`src/rtl/fbr_pkg.sv`:
```
package fbr_pkg;
   localparam int BYTE_W  = 8;
   localparam int LANES   = 4;
   localparam int WORD_W  = BYTE_W * LANES;
   localparam int BIT_SH  = $clog2(WORD_W);

   typedef enum logic [2:0] {
      ST_IDLE,
      ST_PLAN,
      ST_XFER,
      ST_CHECK,
      ST_DONE,
      ST_HALT
   } fbr_state_t;
endpackage

```
`src/rtl/fbr_chunker.sv`:
```
module fbr_chunker #(
   parameter int CNT_W   = 16,
   parameter int BLK_MAX = 2047,
   localparam int BLK_W  = $clog2(BLK_MAX + 1)
) (
   input  logic             clk,
   input  logic             rst_n,
   input  logic             load,
   input  logic [CNT_W-1:0] load_cnt,
   input  logic             take,
   output logic             rem_zero,
   output logic [BLK_W-1:0] blk_words
);
   localparam logic [CNT_W-1:0] LIMIT = CNT_W'(BLK_MAX);

   logic [CNT_W-1:0] remaining;
   logic [CNT_W-1:0] blk_full;

   always_comb begin
      blk_full  = (remaining > LIMIT) ? LIMIT : remaining;
      blk_words = BLK_W'(blk_full);
      rem_zero  = (remaining == '0);
   end

   always_ff @(posedge clk or negedge rst_n) begin
      if (!rst_n) begin
         remaining <= '0;
      end else if (load) begin
         remaining <= load_cnt;
      end else if (take) begin
         remaining <= remaining - blk_full;
      end
   end
endmodule

```
`src/rtl/fbr_sck_gen.sv`:
```
module fbr_sck_gen #(
   parameter int BITS_W = 16
) (
   input  logic              clk,
   input  logic              rst_n,
   input  logic              arm,
   input  logic [BITS_W-1:0] arm_bits,
   output logic              sck,
   output logic              sample,
   output logic              last
);
   logic              active;
   logic [BITS_W-1:0] bits_left;

   always_comb begin
      sample = active && sck;
      last   = sample && (bits_left == BITS_W'(1));
   end

   always_ff @(posedge clk or negedge rst_n) begin
      if (!rst_n) begin
         active    <= 1'b0;
         bits_left <= '0;
         sck       <= 1'b0;
      end else if (arm) begin
         active    <= 1'b1;
         bits_left <= arm_bits;
         sck       <= 1'b0;
      end else if (active) begin
         sck <= ~sck;
         if (sck) begin
            bits_left <= bits_left - BITS_W'(1);
            if (bits_left == BITS_W'(1)) begin
               active <= 1'b0;
            end
         end
      end else begin
         sck <= 1'b0;
      end
   end
endmodule

```
`src/rtl/fbr_deser.sv`:
```
module fbr_deser
   import fbr_pkg::*;
(
   input  logic              clk,
   input  logic              rst_n,
   input  logic              clear,
   input  logic              sample,
   input  logic              din,
   output logic              word_valid,
   output logic [WORD_W-1:0] word
);
   localparam int LANE_W = $clog2(LANES);
   localparam int CNT_W  = $clog2(BYTE_W);

   logic [CNT_W-1:0]  bit_cnt;
   logic [BYTE_W-2:0] shreg;
   logic [LANE_W-1:0] lane;
   logic [BYTE_W-1:0] new_byte;
   logic              byte_done;
   logic [BYTE_W-1:0] hold [LANES-1];

   always_comb begin
      new_byte   = {shreg, din};
      byte_done  = sample && (bit_cnt == CNT_W'(BYTE_W - 1));
      word_valid = byte_done && (lane == LANE_W'(LANES - 1));
   end

   always_ff @(posedge clk or negedge rst_n) begin
      if (!rst_n) begin
         bit_cnt <= '0;
         shreg   <= '0;
         lane    <= '0;
      end else if (clear) begin
         bit_cnt <= '0;
         shreg   <= '0;
         lane    <= '0;
      end else if (sample) begin
         bit_cnt <= bit_cnt + CNT_W'(1);
         shreg   <= new_byte[BYTE_W-2:0];
         if (byte_done) begin
            lane <= lane + LANE_W'(1);
         end
      end
   end

   for (genvar g = 0; g < LANES - 1; g++) begin : g_lane
      always_ff @(posedge clk or negedge rst_n) begin
         if (!rst_n) begin
            hold[g] <= '0;
         end else if (byte_done && lane == LANE_W'(g)) begin
            hold[g] <= new_byte;
         end
      end
      assign word[g*BYTE_W +: BYTE_W] = hold[g];
   end
   assign word[WORD_W-1 -: BYTE_W] = new_byte;
endmodule

```
`src/rtl/flash_bulk_reader.sv`:
```
module flash_bulk_reader
   import fbr_pkg::*;
#(
   parameter int CNT_W   = 16,
   parameter int ADDR_W  = 16,
   parameter int BLK_MAX = 2047
) (
   input  logic              clk,
   input  logic              rst_n,
   input  logic              start,
   input  logic [CNT_W-1:0]  word_count,
   input  logic [31:0]       neg_sum,
   input  logic              miso,
   output logic              sck,
   output logic              sck_oe,
   output logic              ctl_oe,
   output logic              mem_we,
   output logic [ADDR_W-1:0] mem_addr,
   output logic [31:0]       mem_wdata,
   output logic              busy,
   output logic              done,
   output logic              pass,
   output logic              fail
);
   localparam int BLK_W  = $clog2(BLK_MAX + 1);
   localparam int BITS_W = BLK_W + BIT_SH;

   if (BLK_MAX < 1) begin : g_bad_blk
      $error("BLK_MAX must be at least 1");
   end
   if (BLK_MAX >= (1 << CNT_W)) begin : g_bad_cnt
      $error("BLK_MAX must fit in CNT_W bits");
   end
   if (WORD_W != 32) begin : g_bad_word
      $error("word width must be 32");
   end

   fbr_state_t        state;
   logic              rem_zero;
   logic [BLK_W-1:0]  blk_words;
   logic              plan_go;
   logic              sck_sample;
   logic              sck_last;
   logic              word_valid;
   logic [31:0]       word;
   logic [ADDR_W-1:0] wr_ptr;
   logic [31:0]       acc;
   logic              accept;

   always_comb begin
      accept  = start && (state == ST_IDLE || state == ST_DONE);
      plan_go = (state == ST_PLAN) && !rem_zero;
      busy    = (state == ST_PLAN) || (state == ST_XFER) || (state == ST_CHECK);
      done    = (state == ST_DONE) || (state == ST_HALT);
      pass    = (state == ST_DONE);
      fail    = (state == ST_HALT);
      sck_oe  = (state == ST_PLAN) || (state == ST_XFER);
      ctl_oe  = (state != ST_HALT);
   end

   fbr_chunker #(.CNT_W(CNT_W), .BLK_MAX(BLK_MAX)) u_chunk (
      .clk       (clk),
      .rst_n     (rst_n),
      .load      (accept),
      .load_cnt  (word_count),
      .take      (plan_go),
      .rem_zero  (rem_zero),
      .blk_words (blk_words)
   );

   fbr_sck_gen #(.BITS_W(BITS_W)) u_sck (
      .clk      (clk),
      .rst_n    (rst_n),
      .arm      (plan_go),
      .arm_bits ({blk_words, {BIT_SH{1'b0}}}),
      .sck      (sck),
      .sample   (sck_sample),
      .last     (sck_last)
   );

   fbr_deser u_deser (
      .clk        (clk),
      .rst_n      (rst_n),
      .clear      (accept),
      .sample     (sck_sample),
      .din        (miso),
      .word_valid (word_valid),
      .word       (word)
   );

   always_ff @(posedge clk or negedge rst_n) begin
      if (!rst_n) begin
         state <= ST_IDLE;
      end else begin
         case (state)
            ST_IDLE, ST_DONE: if (accept) state <= ST_PLAN;
            ST_PLAN:          state <= rem_zero ? ST_CHECK : ST_XFER;
            ST_XFER:          if (sck_last) state <= ST_PLAN;
            ST_CHECK:         state <= (acc == 32'd0) ? ST_DONE : ST_HALT;
            ST_HALT:          state <= ST_HALT;
            default:          state <= ST_IDLE;
         endcase
      end
   end

   always_ff @(posedge clk or negedge rst_n) begin
      if (!rst_n) begin
         mem_we    <= 1'b0;
         mem_addr  <= '0;
         mem_wdata <= '0;
         wr_ptr    <= '0;
         acc       <= '0;
      end else begin
         mem_we <= word_valid;
         if (accept) begin
            wr_ptr <= '0;
            acc    <= neg_sum;
         end else if (word_valid) begin
            mem_addr  <= wr_ptr;
            mem_wdata <= word;
            wr_ptr    <= wr_ptr + ADDR_W'(1);
            acc       <= acc + word;
         end
      end
   end
endmodule

```
`config.mk`:
```
export PLATFORM = sky130hd
export DESIGN_NAME = flash_bulk_reader
export DESIGN_NICKNAME = d
export VERILOG_FILES = /design/src/rtl/fbr_pkg.sv /design/src/rtl/fbr_chunker.sv /design/src/rtl/fbr_sck_gen.sv /design/src/rtl/fbr_deser.sv /design/src/rtl/flash_bulk_reader.sv
export SDC_FILE = /design/constraint.sdc
export NUM_CORES = 1
export LEC_CHECK = 0
export BUFFER_PORTS_ARGS = -buffer_cell sky130_fd_sc_hd__buf_4
export CORE_UTILIZATION = 46
export DETAILED_ROUTE_END_ITERATION = 10
export GPL_TIMING_DRIVEN = 0
export PLACE_DENSITY = 0.65
export SLEW_MARGIN = 10
export SYNTH_ARGS = -nofsm -noshare
export SYNTH_HDL_FRONTEND = slang
export SYNTH_SLANG_ARGS = --single-unit
```
`constraint.sdc`:
```
create_clock -name clk -period 4.4 [get_ports clk]
set_clock_uncertainty 0.1 [all_clocks]
set_input_delay 0 -clock clk [delete_from_list [all_inputs] [get_ports clk]]
set_output_delay 0 -clock clk [all_outputs]
set_load 0.02 [all_outputs]
```
======== Yosys cells after proc, flatten, opt, wreduce, memory -nomap -nowiden ========
Index checks and enable logic that the tools add are counted.
cells by class
  add/subtract/negate cells ............... 6
  $lt $le $gt $ge ......................... 1
  equality and inequality tests ........... 13
  multiplexer cells ....................... 28
  bitwise logic cells ..................... 2
  reductions and logical operators ........ 29
operators by type and width
  cell                     number
  $mux W16                 8
  $mux W32                 2
  $add A32 B32 Y32         1
  $logic_not A32 Y1        1
  $add A16 B1 Y16 const B  1
  $eq A16 B1 Y1 const B    1
  $gt A16 B11 Y1 const B   1
  $logic_not A16 Y1        1
  $sub A16 B1 Y16 const B  1
  $sub A16 B16 Y16         1
  $pmux W3 S5              1
  $mux W7                  2
  $mux W3                  4
  $reduce_bool A2 Y1       6
  $eq A3 B3 Y1 const B     3
  $logic_and A1 B1 Y1      9
  $mux W1                  8
  $reduce_and A2 Y1        4
  $eq A3 B2 Y1 const B     2
  $mux W2                  3
  $eq A2 B2 Y1 const B     2
  $logic_or A1 B1 Y1       4
  $ne A2 B2 Y1 const B     2
  $add A3 B1 Y3 const B    1
  9 further kinds          10
word-level totals
  register bits ........................... 170
  input port bits ......................... 52
  output and inout bits ................... 56
  logic and storage cells ................. 95

======== Logic depth before layout (Yosys ltp) ========
Gate-level depths: netlist (run 1).
  depth after elaboration ................. 5
  mapped depth ............................ 13
  mapped depth without buffers ............ 13

======== Modules after synthesis ========
Synthesis (run 1) repeated with hierarchy kept, for this count alone.
unflattened totals
  cell total of the unflattened synthesis .. 934
  area total of the unflattened synthesis .. 9556.7 µm²
by module, submodules not included
  module             times used  cells each  area each (µm²)  seq. area each (µm²)
  flash_bulk_reader  1           577         5840.6           2502.4
  fbr_deser          1           103         1532.7           900.9
  fbr_chunker        1           145         1157.4           400.4
  fbr_sck_gen        1           109         1026.0           450.4

======== Worst setup path before layout (run 1) ========
Ideal clock, no wire load.
  kind .................................... register -> register
  from .................................... reg u_chunk.remaining[11]
  to ...................................... reg u_chunk.remaining[14]
  library setup time ...................... 0.137 ns
  data arrival time ....................... 2.719 ns
  data required time ...................... 4.163 ns
  path slack .............................. 1.444 ns
  cell stages (with the launch flop) ...... 13
  path buffers ............................ 2
  clock period less this slack ............ 2.956 ns
  cells stage by stage .................... dfrtp_1 > or4_1 > or2_1 > clkbuf_1 > buf_1 > nand2b_1 > ha_1 > nand2_1 > a21o_1 > o21ai_0 > nor4_1 > xnor2_1 > a21oi_1
on the way
  longest elaborated chain between the ends .. 5
  elaborated cells between the ends (all ways) .. 9
  classes of those cells .................. 1 x add/sub; 1 x order compare; 3 x mux; 4 x reduce/logical
ends and longest elaborated chain
  what                    line               RTL
  from (decl)             fbr_chunker.sv:16  logic [CNT_W-1:0] remaining;
  from (signal assigned)  fbr_chunker.sv:29  remaining <= load_cnt;
  from (signal assigned)  fbr_chunker.sv:31  remaining <= remaining - blk_full;
  $gt A16 B11 Y1          fbr_chunker.sv:20  blk_full = (remaining > LIMIT) ? LIMIT : remaining;
  $mux W16                fbr_chunker.sv:20
  $sub A16 B16 Y16        fbr_chunker.sv:31
  $mux W16                fbr_chunker.sv:30  end else if (take) begin
  $mux W16                fbr_chunker.sv:28  end else if (load) begin
Several ways; a longest one is shown, not always the timed one. The select of a mux whose other input is x is not followed.
A chain may end at the register's enable or synchronous reset.

======== Worst setup path in the final report (run 1) ========
Same ends and word-level chain as after synthesis.

==> impl_metrics.py, run 1 <==
metrics = {
    "detailed_routing": {
        "detail_route.vias_per_cell": 5.47,
        "wl_per_cell_um": 18.2,
        "route.vias.total": 7599,
        "drcViolationCount": 0,
        "drt_pass1_iterations": 5,
        "drtIter0Drc": 488,
        "routed_wl_um": 25300,
        "ant_nets": 0,
    },
    "setup_path": {
        "reg2reg_to": "u_chunk.remaining[14]",
        "start_kind": "flop",
        "reg2reg_from": "u_chunk.remaining[11]",
        "reg2reg_slack_ns": 0.77,
        "required_ns": 4.59,
        "crit_type": "reg -> reg",
        "worstRegToRegCells": 12,
        "endpoint_kind": "flop",
        "critical_path_arrival_ns": 3.81,
        "worst-path-max-fanout": 10,
    },
    "clock_tree": {
        "cts_num_sinks": 170,
        "cts_tree": "done",
        "cts_setup_buffers": 0,
        "numCtsBuffers": 17,
        "clockBufferDepth": 2,
        "cts-htree-levels": 4,
        "clock-root-buffer": "clkbuf_16",
        "path_clk_slew_ns": 0.07,
        "cts-resized-gates": 0,
        "insertion_delay_ns": 0.44,
        "postCtsHoldBufs": 51,
    },
    "global_routing": {
        "grt_start_max_net_pins": 102,
        "grt_pass1_wl_um": 40100,
        "antenna_found_initial": 0,
        "grt_pass1_vias": 7484,
        "grt_usage_pct": 26.1,
        "grt_overflow": 0,
    },
    "power_and_ir_drop": {
        "leakagePower_uw": 0.00538,
        "fin_total_pwr_uw": 5910,
        "worst_ir_drop_vdd_uv": 287,
        "power.density_nw_per_um2": 520,
    },
    "floorplan": {
        "row_count": 51,
        "initial_core_util_pct": 46.9,
        "die_y_um": 143,
        "core-area_um2": 19500,
        "dieArea_um2": 20400,
        "die_w_um": 143,
        "io_pins": 108,
    },
    "sta": {
        "relSlewSlack_pct": 49.7,
        "final_max_slew_viol_count": 0,
        "fmaxAchievable_mhz": 276,
        "rsz0062_at_grt": "false",
        "period_needed_ns": 3.63,
        "setup_viol_count_final": 0,
        "hold_viol_final": 0,
        "fin_hold_ws_ns": 0.0145,
        "timing_worst_slew_pin_value_ns": 0.754,
        "tns_ns": 0,
        "post-route-period-util_pct": 82.4,
    },
    "synthesis": {
        "synth_flop_cell": "dfrtp_1",
        "synthesis.area_um2": 9130,
        "synth_nets": 1026,
        "synth_top_area_share_pct": 46.6,
        "synth_top_area_cell": "dfrtp_1",
        "synth.distinct_cells": 61,
        "ys.warnings.count": 0,
        "async_flop_share_pct": 100,
        "ys_ff_latch": 170,
        "synthTopCellsByArea": "dfrtp_1 47%, mux2_2 8.8%, ha_1 5.6%",
        "syn_inst": 932,
        "syn_area_per_cell_um2": 9.79,
        "synth_edf_count": 0,
        "yosysSeqAreaShare_pct": 46.6,
    },
    "layout": {
        "multiInputGateArea_um2": 4600,
        "layout-drive-gt1-share_pct": 20.5,
        "diodes": 0,
        "final_nets": 1204,
        "area_growth_pct": 24.7,
        "fillers": 1691,
        "seq_area_um2": 4250,
    },
    "run_status": {
        "run_status": "finished, final reports clean",
    },
    "job": {
        "drv_cap": 0,
    },
    "placement": {
        "portBuffers": 107,
        "hpwlAfterDp_um": 18000,
        "gp_congestion": 0.939,
    },
    "min_path": {
        "hold_path.class": "in -> async",
    },
}
==> synth_stat cells (5+ instances only) <==
| library cell | count |
|---|---|
| ha_1 | 41 |
| a21o_1 | 15 |
| dfrtp_1 | 170 |
| a221o_1 | 6 |
| buf_1 | 9 |
| inv_1 | 17 |
| a21oi_1 | 89 |
| nand2_1 | 100 |
| xnor2_1 | 33 |
| nand4_1 | 9 |
| and3_1 | 16 |
| nor4_1 | 13 |
| nand2b_1 | 6 |
| nor3_1 | 22 |
| a31oi_1 | 10 |
| o211ai_1 | 6 |
| o21a_1 | 7 |
| clkbuf_1 | 24 |
| or4_1 | 6 |
| xor2_1 | 23 |
| nand3_1 | 25 |
| mux2_2 | 71 |
| o21ai_0 | 50 |
| or3_1 | 5 |
| nor2_1 | 97 |
==> critical path, cell delays in order (launching register included) <==
cell and delay [ns]:
dfrtp_1 0.43, or4_1 0.60, or2_1 0.29, clkbuf_1 0.25, buf_1 0.26, nand2b_1 0.12
ha_1 0.29, nand2_1 0.21, a21o_1 0.21, o21ai_0 0.38, nor4_1 0.11, xnor2_1 0.14
a21oi_1 0.08
==> layer usage <==
layer	vias up	wire length [um]	part of all wire, %	global-route usage, %
li1	3660	-	-	-
met1	3703	12100	48	36.2
met5	-	0	0	0
met2	209	11600	46	41.9
met3	27	1130	4.5	3.59
met4	0	485	1.9	9.34
==> report_power, final <==
part | total [uW] | switching, uW | internal, uW
logic | 2140 | 1260 | 886
clock network | 1460 | 712 | 751
registers | 2310 | 412 | 1890
==> state kept, by name, indices dropped and copies added (netlist names) <==
signal and count:
u_deser.shreg 7, u_chunk.remaining 16, u_sck.bits_left 16, u_deser.lane 2
mem_wdata 32, u_sck.sck 1, state 3, mem_addr 16
u_sck.active 1, acc 32, mem_we 1, wr_ptr 16
u_deser.bit_cnt 3, u_deser.word 24
==> layout by cell type, fill, tap and decap left out, types with 4 or more instances in the layout <==
master,instances
dfrtp_1,170
buf_4,109
nand2_1,100
nor2_1,97
a21oi_1,89
mux2_2,71
dlygate4sd3_1,51
o21ai_0,50
ha_1,41
xnor2_1,33
clkbuf_1,26
nand3_1,25
xor2_1,23
nor3_1,22
inv_1,17
clkbuf_16,17
and3_1,16
a21o_1,15
nor4_1,13
a31oi_1,10
buf_1,9
nand4_1,9
o21a_1,7
or4_1,6
nand2b_1,6
o211ai_1,6
a221o_1,6
or3_1,5
nor2b_1,4
and2_1,4
nor3b_1,4
==> layout make-up <==
| type | count | area share, % |
|---|---|---|
| well taps | 265 | 2.91 |
| repair buffers | 159 | 11.9 |
| plain buffers | 42 | 1.81 |
| inverters | 17 | 0.561 |
| clock buffers | 19 | 3.81 |
| clock inverters | 13 | 1.20 |
| multi-input cells | 703 | 40.4 |
| flip-flops and latches | 170 | 37.4 |
==> per-stage QoR <==
stage	cell area [um^2]	worst slack, ns	cells	utilization (%)
floorplan	9130	1.44	932	-
global placement	10300	0.857	1304	52.7
detailed placement	10300	0.832	1305	52.9
CTS	11400	0.805	1388	58.4
global route	11400	0.526	1388	58.4
finish	11400	0.773	1388	58.4
==> logic make-up (layout without fill, tap and decap cells) <==
kind of cell             Yosys count  count (layout)  synth area share [%]
AND/OR/NAND/NOR                  319             319                  16.1
AO/OA/AOI/OAI                    212             212                  14.0
flip-flops                       170             170                  46.6
multiplexers                      74              74                  9.09
buffers and inverters             59             250                  2.96
XOR/XNOR                          56              56                  5.38
adder cells (fa/ha/maj)           42              42                  5.84
==> how the worst max path moves through the flow <==
stage                          startpoint                    end  slack (ns)  cells past startpoint
floorplan           u_chunk.remaining[11]  u_chunk.remaining[14]        1.44                     12
global placement    u_chunk.remaining[11]  u_chunk.remaining[14]        0.86                     12
detailed placement  u_chunk.remaining[11]  u_chunk.remaining[14]        0.83                     12
CTS                 u_chunk.remaining[11]  u_chunk.remaining[14]        0.81                     12
global route        u_chunk.remaining[11]  u_chunk.remaining[12]        0.53                     12
finish              u_chunk.remaining[11]  u_chunk.remaining[14]        0.77                     12
Power figures use the tool's default switching activity.
==> run 2: changes to the inputs <==
Settings changed: PLACE_DENSITY 0.65 to 0.68.
Clock period 4.4 ns to 3.1 ns, I/O delays scaled along.
==> run 2 against run 1 <==
Effect of this change:
- combinational power up 48%
- register-to-register slack worse by 0.77 ns
- die area unchanged
- highest routed layer unchanged
- cell area up 2.4%
- largest power group unchanged
- critical endpoint is now acc[30]
- critical path depth unchanged
- fmax up 17%
- final cell count up 0.58%
- hold slack better by 0.013 ns
==> impl_metrics.py, run 2 (synthesis results as in run 1) <==
metrics = {
    "floorplan": {
        "io_pins": 108,
        "core-area_um2": 19500,
        "initial_core_util_pct": 46.9,
        "die_y_um": 143,
        "row_count": 51,
        "dieArea_um2": 20400,
        "die_w_um": 143,
    },
    "detailed_routing": {
        "route.vias.total": 7771,
        "wl_per_cell_um": 18.1,
        "detail_route.vias_per_cell": 5.57,
        "drcViolationCount": 0,
        "drtIter0Drc": 506,
        "routed_wl_um": 25200,
        "ant_nets": 0,
        "drt_pass1_iterations": 5,
    },
    "sta": {
        "rsz0062_at_grt": "true",
        "timing_worst_slew_pin_value_ns": 0.727,
        "period_needed_ns": 3.09,
        "hold_viol_final": 0,
        "fmaxAchievable_mhz": 323,
        "setup_ws_ns": 0.00749,
        "post-route-period-util_pct": 99.8,
        "setup_viol_count_final": 0,
        "final_max_slew_viol_count": 0,
        "relSlewSlack_pct": 51.6,
    },
    "setup_path": {
        "crit_type": "reg -> reg",
        "crit_start": "u_deser.word[10]",
        "cp-endpoint": "acc[30]",
        "critical_path_arrival_ns": 3.33,
        "start_kind": "flop",
        "worstRegToRegCells": 12,
        "worst-path-max-fanout": 7,
        "required_ns": 3.33,
        "reg2reg_slack_ns": 0.007,
        "reg2reg_to": "acc[30]",
        "reg2reg_from": "u_deser.word[10]",
        "endpoint_kind": "flop",
    },
    "global_routing": {
        "grt_overflow": 0,
        "antenna_found_initial": 0,
        "grt_usage_pct": 25.8,
        "grt_start_max_net_pins": 90,
        "grt_pass1_wl_um": 39500,
        "grt_pass1_vias": 7386,
    },
    "min_path": {
        "hold_path.class": "in -> async",
    },
    "placement": {
        "gp_congestion": 0.910,
        "dpl.cell_count": 1305,
        "hpwlAfterDp_um": 17600,
        "portBuffers": 107,
        "place_ws_ns": -0.375,
    },
    "layout": {
        "final_nets": 1212,
        "area_growth_pct": 27.6,
        "layout-drive-gt1-share_pct": 24.6,
        "mostFrequentLayoutCells": "164 x dfrtp_1, 119 x buf_4, 98 x nand2_1",
        "diodes": 0,
        "final_cells": 1396,
        "layout_commonest_cell": "dfrtp_1",
    },
    "clock_tree": {
        "cts-htree-levels": 4,
        "cts_tree": "done",
        "clockBufferDepth": 2,
        "insertion_delay_ns": 0.45,
        "clock-root-buffer": "clkbuf_16",
        "numCtsBuffers": 17,
        "cts_num_sinks": 170,
        "path_clk_slew_ns": 0.08,
    },
    "power_and_ir_drop": {
        "comb_power_share_pct": 36.7,
        "leakagePower_uw": 0.00546,
        "p_sw_share_pct": 39.5,
        "clkPwrFrac_pct": 25.3,
        "p_switching_uw": 3410,
        "power.density_nw_per_um2": 742,
        "p_int_uw": 5230,
        "sequentialPowerShare_pct": 38.0,
        "worst_ir_drop_vdd_uv": 442,
    },
    "run_status": {
        "run_status": "finished, final reports clean",
    },
    "job": {
        "drv_cap": 0,
    },
}
## run 2: worst min-delay path by stage
| stage | slack [ns] | end | cells past startpoint |
|---|---|---|---|
| floorplan | -0.40 | acc[0] | 0 |
| global placement | 0.1 | acc[8] | 3 |
| detailed placement | -0.07 | acc[9] | 1 |
| CTS | 0.07 | acc[8] | 2 |
| global route | 0.09 | acc[9] | 2 |
| finish | 0.03 | acc[8] | 2 |
## run 2: timing repair
item,4_1_cts,5_1_grt
cloned,0,0
pin swaps,2,5
hold buffers,51,0
endpoints found under the hold margin,156,0
setup buffers,4,7
setup endpoints to repair,7,53
resized for setup,14,28
## run 2: critical path, stage by stage (launching register included)
cell and delay [ns]:
dfrtp_1 0.44, ha_1 0.30, buf_4 0.15, nand3_1 0.10, or4_1 0.42, a2111o_1 0.38
nand3_2 0.11, o21a_4 0.17, a21oi_4 0.06, o21ai_2 0.16, mux2i_1 0.25, a211oi_2 0.06
a211o_1 0.28
## run 2: area by class of cell
type / instances / area (um^2)
well taps: 265 / 332
plain buffers: 39 / 204
flip-flops and latches: 170 / 4260
inverters: 17 / 63.8
multi-input cells: 703 / 4760
clock buffers: 19 / 443
clock inverters: 13 / 149
fillers: 1629 / 7820
repair buffers: 170 / 1430
## run 2: power groups by stage
stage	registers [uW]	logic, uW	clock network, uW
after floorplan	3080	2220	0
after global placement	3270	2860	0
after detailed placement	3270	2920	0
after CTS	3260	3040	2210
after global routing	3340	3560	2310
final	3290	3170	2180
## run 2: stage by stage
stage	power (uW)	util (%)	area, um^2	TNS (ns)	hold WS [ns]
after global routing	9200	59.8	11600	-0.174	0.0898
after CTS	8510	59.1	11500	0	0.0661
final	8640	59.8	11600	0	0.0270
after detailed placement	6200	52.9	10300	-1.34	-0.0670
after floorplan	5300	-	9130	0	-0.396
after global placement	6130	52.7	10300	-1.11	0.0995
## run 2: metal layers
metal	vias to the layer above	share of wire (%)	global-route usage, %
met3	44	5.4	4.02
met4	0	2.6	10.4
li1	3680	-	-
met2	231	46	40.0
met5	-	0	0
met1	3816	46	36.0
==> run 3: changes to the inputs <==
Settings changed: REMOVE_ABC_BUFFERS set to 1.
==> run 3 against run 2 <==
Effect of this change:
- the run now ends with design-rule violations left
- flip-flop and latch count unchanged
- hold slack worse by 0.0036 ns
- critical path depth up 1
- power down 0.91%
- via count down 3.6%
- die area unchanged
- clock power about the same
- core utilization down 0.12 points
- register-to-register slack better by 0.11 ns
- fmax up 3.5%
- critical path type unchanged
- largest cell class unchanged
- highest routed layer unchanged
==> impl_metrics.py, run 3 (synthesis results as in run 1) <==
metrics = {
    "run_status": {
        "run_status": "finished, violations left",
        "violations": "design-rule violations",
    },
    "setup_path": {
        "reg2reg_from": "u_deser.word[0]",
        "crit_type": "reg -> reg",
        "critical_path_arrival_ns": 3.20,
        "endpoint_kind": "flop",
        "worstRegToRegCells": 13,
        "reg2reg_slack_ns": 0.11,
        "reg2reg_to": "acc[30]",
        "worst-path-max-fanout": 3,
        "start_kind": "flop",
        "required_ns": 3.31,
    },
    "floorplan": {
        "die_w_um": 143,
        "initial_core_util_pct": 46.9,
        "io_pins": 108,
        "core-area_um2": 19500,
        "dieArea_um2": 20400,
        "die_y_um": 143,
        "row_count": 51,
    },
    "sta": {
        "setup_viol_count_final": 0,
        "timing_worst_slew_pin_value_ns": 0.633,
        "final_max_slew_viol_count": 0,
        "fmaxAchievable_mhz": 335,
        "fin_hold_ws_ns": 0.0234,
        "period_needed_ns": 2.99,
        "relSlewSlack_pct": 57.4,
        "post-route-period-util_pct": 96.3,
        "hold_viol_final": 0,
    },
    "placement": {
        "hpwlAfterDp_um": 14800,
        "placed_cell_area_um2": 10200,
        "gp_congestion": 0.892,
        "portBuffers": 107,
        "dpl.cell_count": 1267,
    },
    "global_routing": {
        "grt_overflow": 0,
        "grt_start_max_net_pins": 98,
        "grt_pass1_wl_um": 36500,
        "met3_usage_pct": 4.46,
        "grt_usage_pct": 23.1,
        "grt-busiest-layer": "met2",
        "use_met1_pct": 30.5,
        "antenna_found_initial": 0,
        "grtUsageMet2_pct": 38.3,
        "grt_pass1_vias": 7236,
    },
    "detailed_routing": {
        "ant_nets": 0,
        "wl_per_cell_um": 16.4,
        "drtIter0Drc": 414,
        "route.vias.total": 7491,
        "drt_pass1_iterations": 8,
        "detail_route.vias_per_cell": 5.48,
        "routed_wl_um": 22400,
        "drcViolationCount": 2,
    },
    "layout": {
        "final_cells": 1367,
        "layout_commonest_cell": "dfrtp_1",
        "diodes": 0,
        "final_nets": 1183,
        "layout-drive-gt1-share_pct": 24.7,
        "stdcell_area_um2": 11600,
        "area_growth_pct": 27.4,
        "mostFrequentLayoutCells": "168 x dfrtp_1, 120 x buf_4, 97 x nor2_1",
    },
    "power_and_ir_drop": {
        "power.density_nw_per_um2": 737,
        "worst_ir_drop_vdd_uv": 450,
        "leakagePower_uw": 0.00545,
        "fin_total_pwr_uw": 8560,
    },
    "clock_tree": {
        "cts-htree-levels": 4,
        "cts_num_sinks": 170,
        "clock-root-buffer": "clkbuf_16",
        "numCtsBuffers": 17,
        "path_clk_slew_ns": 0.07,
        "clockBufferDepth": 2,
        "cts_tree": "done",
        "insertion_delay_ns": 0.43,
    },
    "job": {
        "drv_cap": 0,
    },
    "min_path": {
        "hold_path.class": "in -> async",
    },
}
[run 3: repair_timing]
| action | 4_1_cts | 5_1_grt |
|---|---|---|
| buffers inserted | 6 | 8 |
| hold buffers | 54 | 0 |
| pin swaps | 3 | 7 |
| setup endpoints to repair | 79 | 48 |
| resized for setup | 18 | 22 |
| endpoints found under the hold margin | 176 | 0 |
[run 3: final cells by class]
| type | count | area (um^2) |
|---|---|---|
| inverters | 17 | 67.6 |
| flip-flops and latches | 170 | 4260 |
| repair buffers | 180 | 1580 |
| clock inverters | 12 | 130 |
| clock buffers | 20 | 467 |
| multi-input cells | 703 | 4790 |
| fillers | 1646 | 7840 |
| well taps | 265 | 332 |
[run 3: how the worst max path moves through the flow]
| stage | start | end | slack, ns | cells past startpoint |
|---|---|---|---|---|
| after floorplan | u_deser.bit_cnt[0] | mem_addr[0] | -1.02 | 7 |
| after global placement | u_deser.bit_cnt[0] | mem_wdata[28] | -2.87 | 7 |
| after detailed placement | u_chunk.remaining[11] | u_chunk.remaining[11] | -0.48 | 8 |
| after CTS | acc[4] | acc[19] | 0.001 | 10 |
| after global routing | acc[4] | acc[19] | -0.04 | 10 |
| final | u_deser.word[0] | acc[30] | 0.11 | 13 |
[run 3: worst max-delay path, stage by stage (launching register included)]
cell      delay, ns
dfrtp_1        0.41
ha_4           0.16
inv_2          0.04
fa_2           0.39
nor2b_2        0.15
o211ai_1       0.18
a2111o_1       0.44
nand3_2        0.10
o21a_4         0.16
a21oi_2        0.07
o21ai_2        0.15
mux2i_1        0.24
a211oi_2       0.05
a211o_1        0.23
[run 3: stage by stage]
step | setup TNS (ns) | utilization (%) | setup slack (ns)
2_1_floorplan | -50.73 | - | -1.02
3_3_place_gp | -185.61 | 51.7 | -2.87
3_5_place_dp | -20.66 | 52.4 | -0.482
4_1_cts | 0 | 58.9 | 0.00124
5_1_grt | -0.0380 | 59.7 | -0.0380
6_report | 0 | 59.7 | 0.113
[run 3: metal layers]
metal	share of wire (%)	vias to the layer above
li1	-	3616
met1	45	3645
met2	49	200
met3	4.6	30
met4	1.8	0
met5	0	-
[run 3: where the power goes]
group	switching, uW	leakage (uW)	internal [uW]
clock	955	0.000292	1200
sequential	595	0.00219	2690
combinational	1740	0.00297	1390
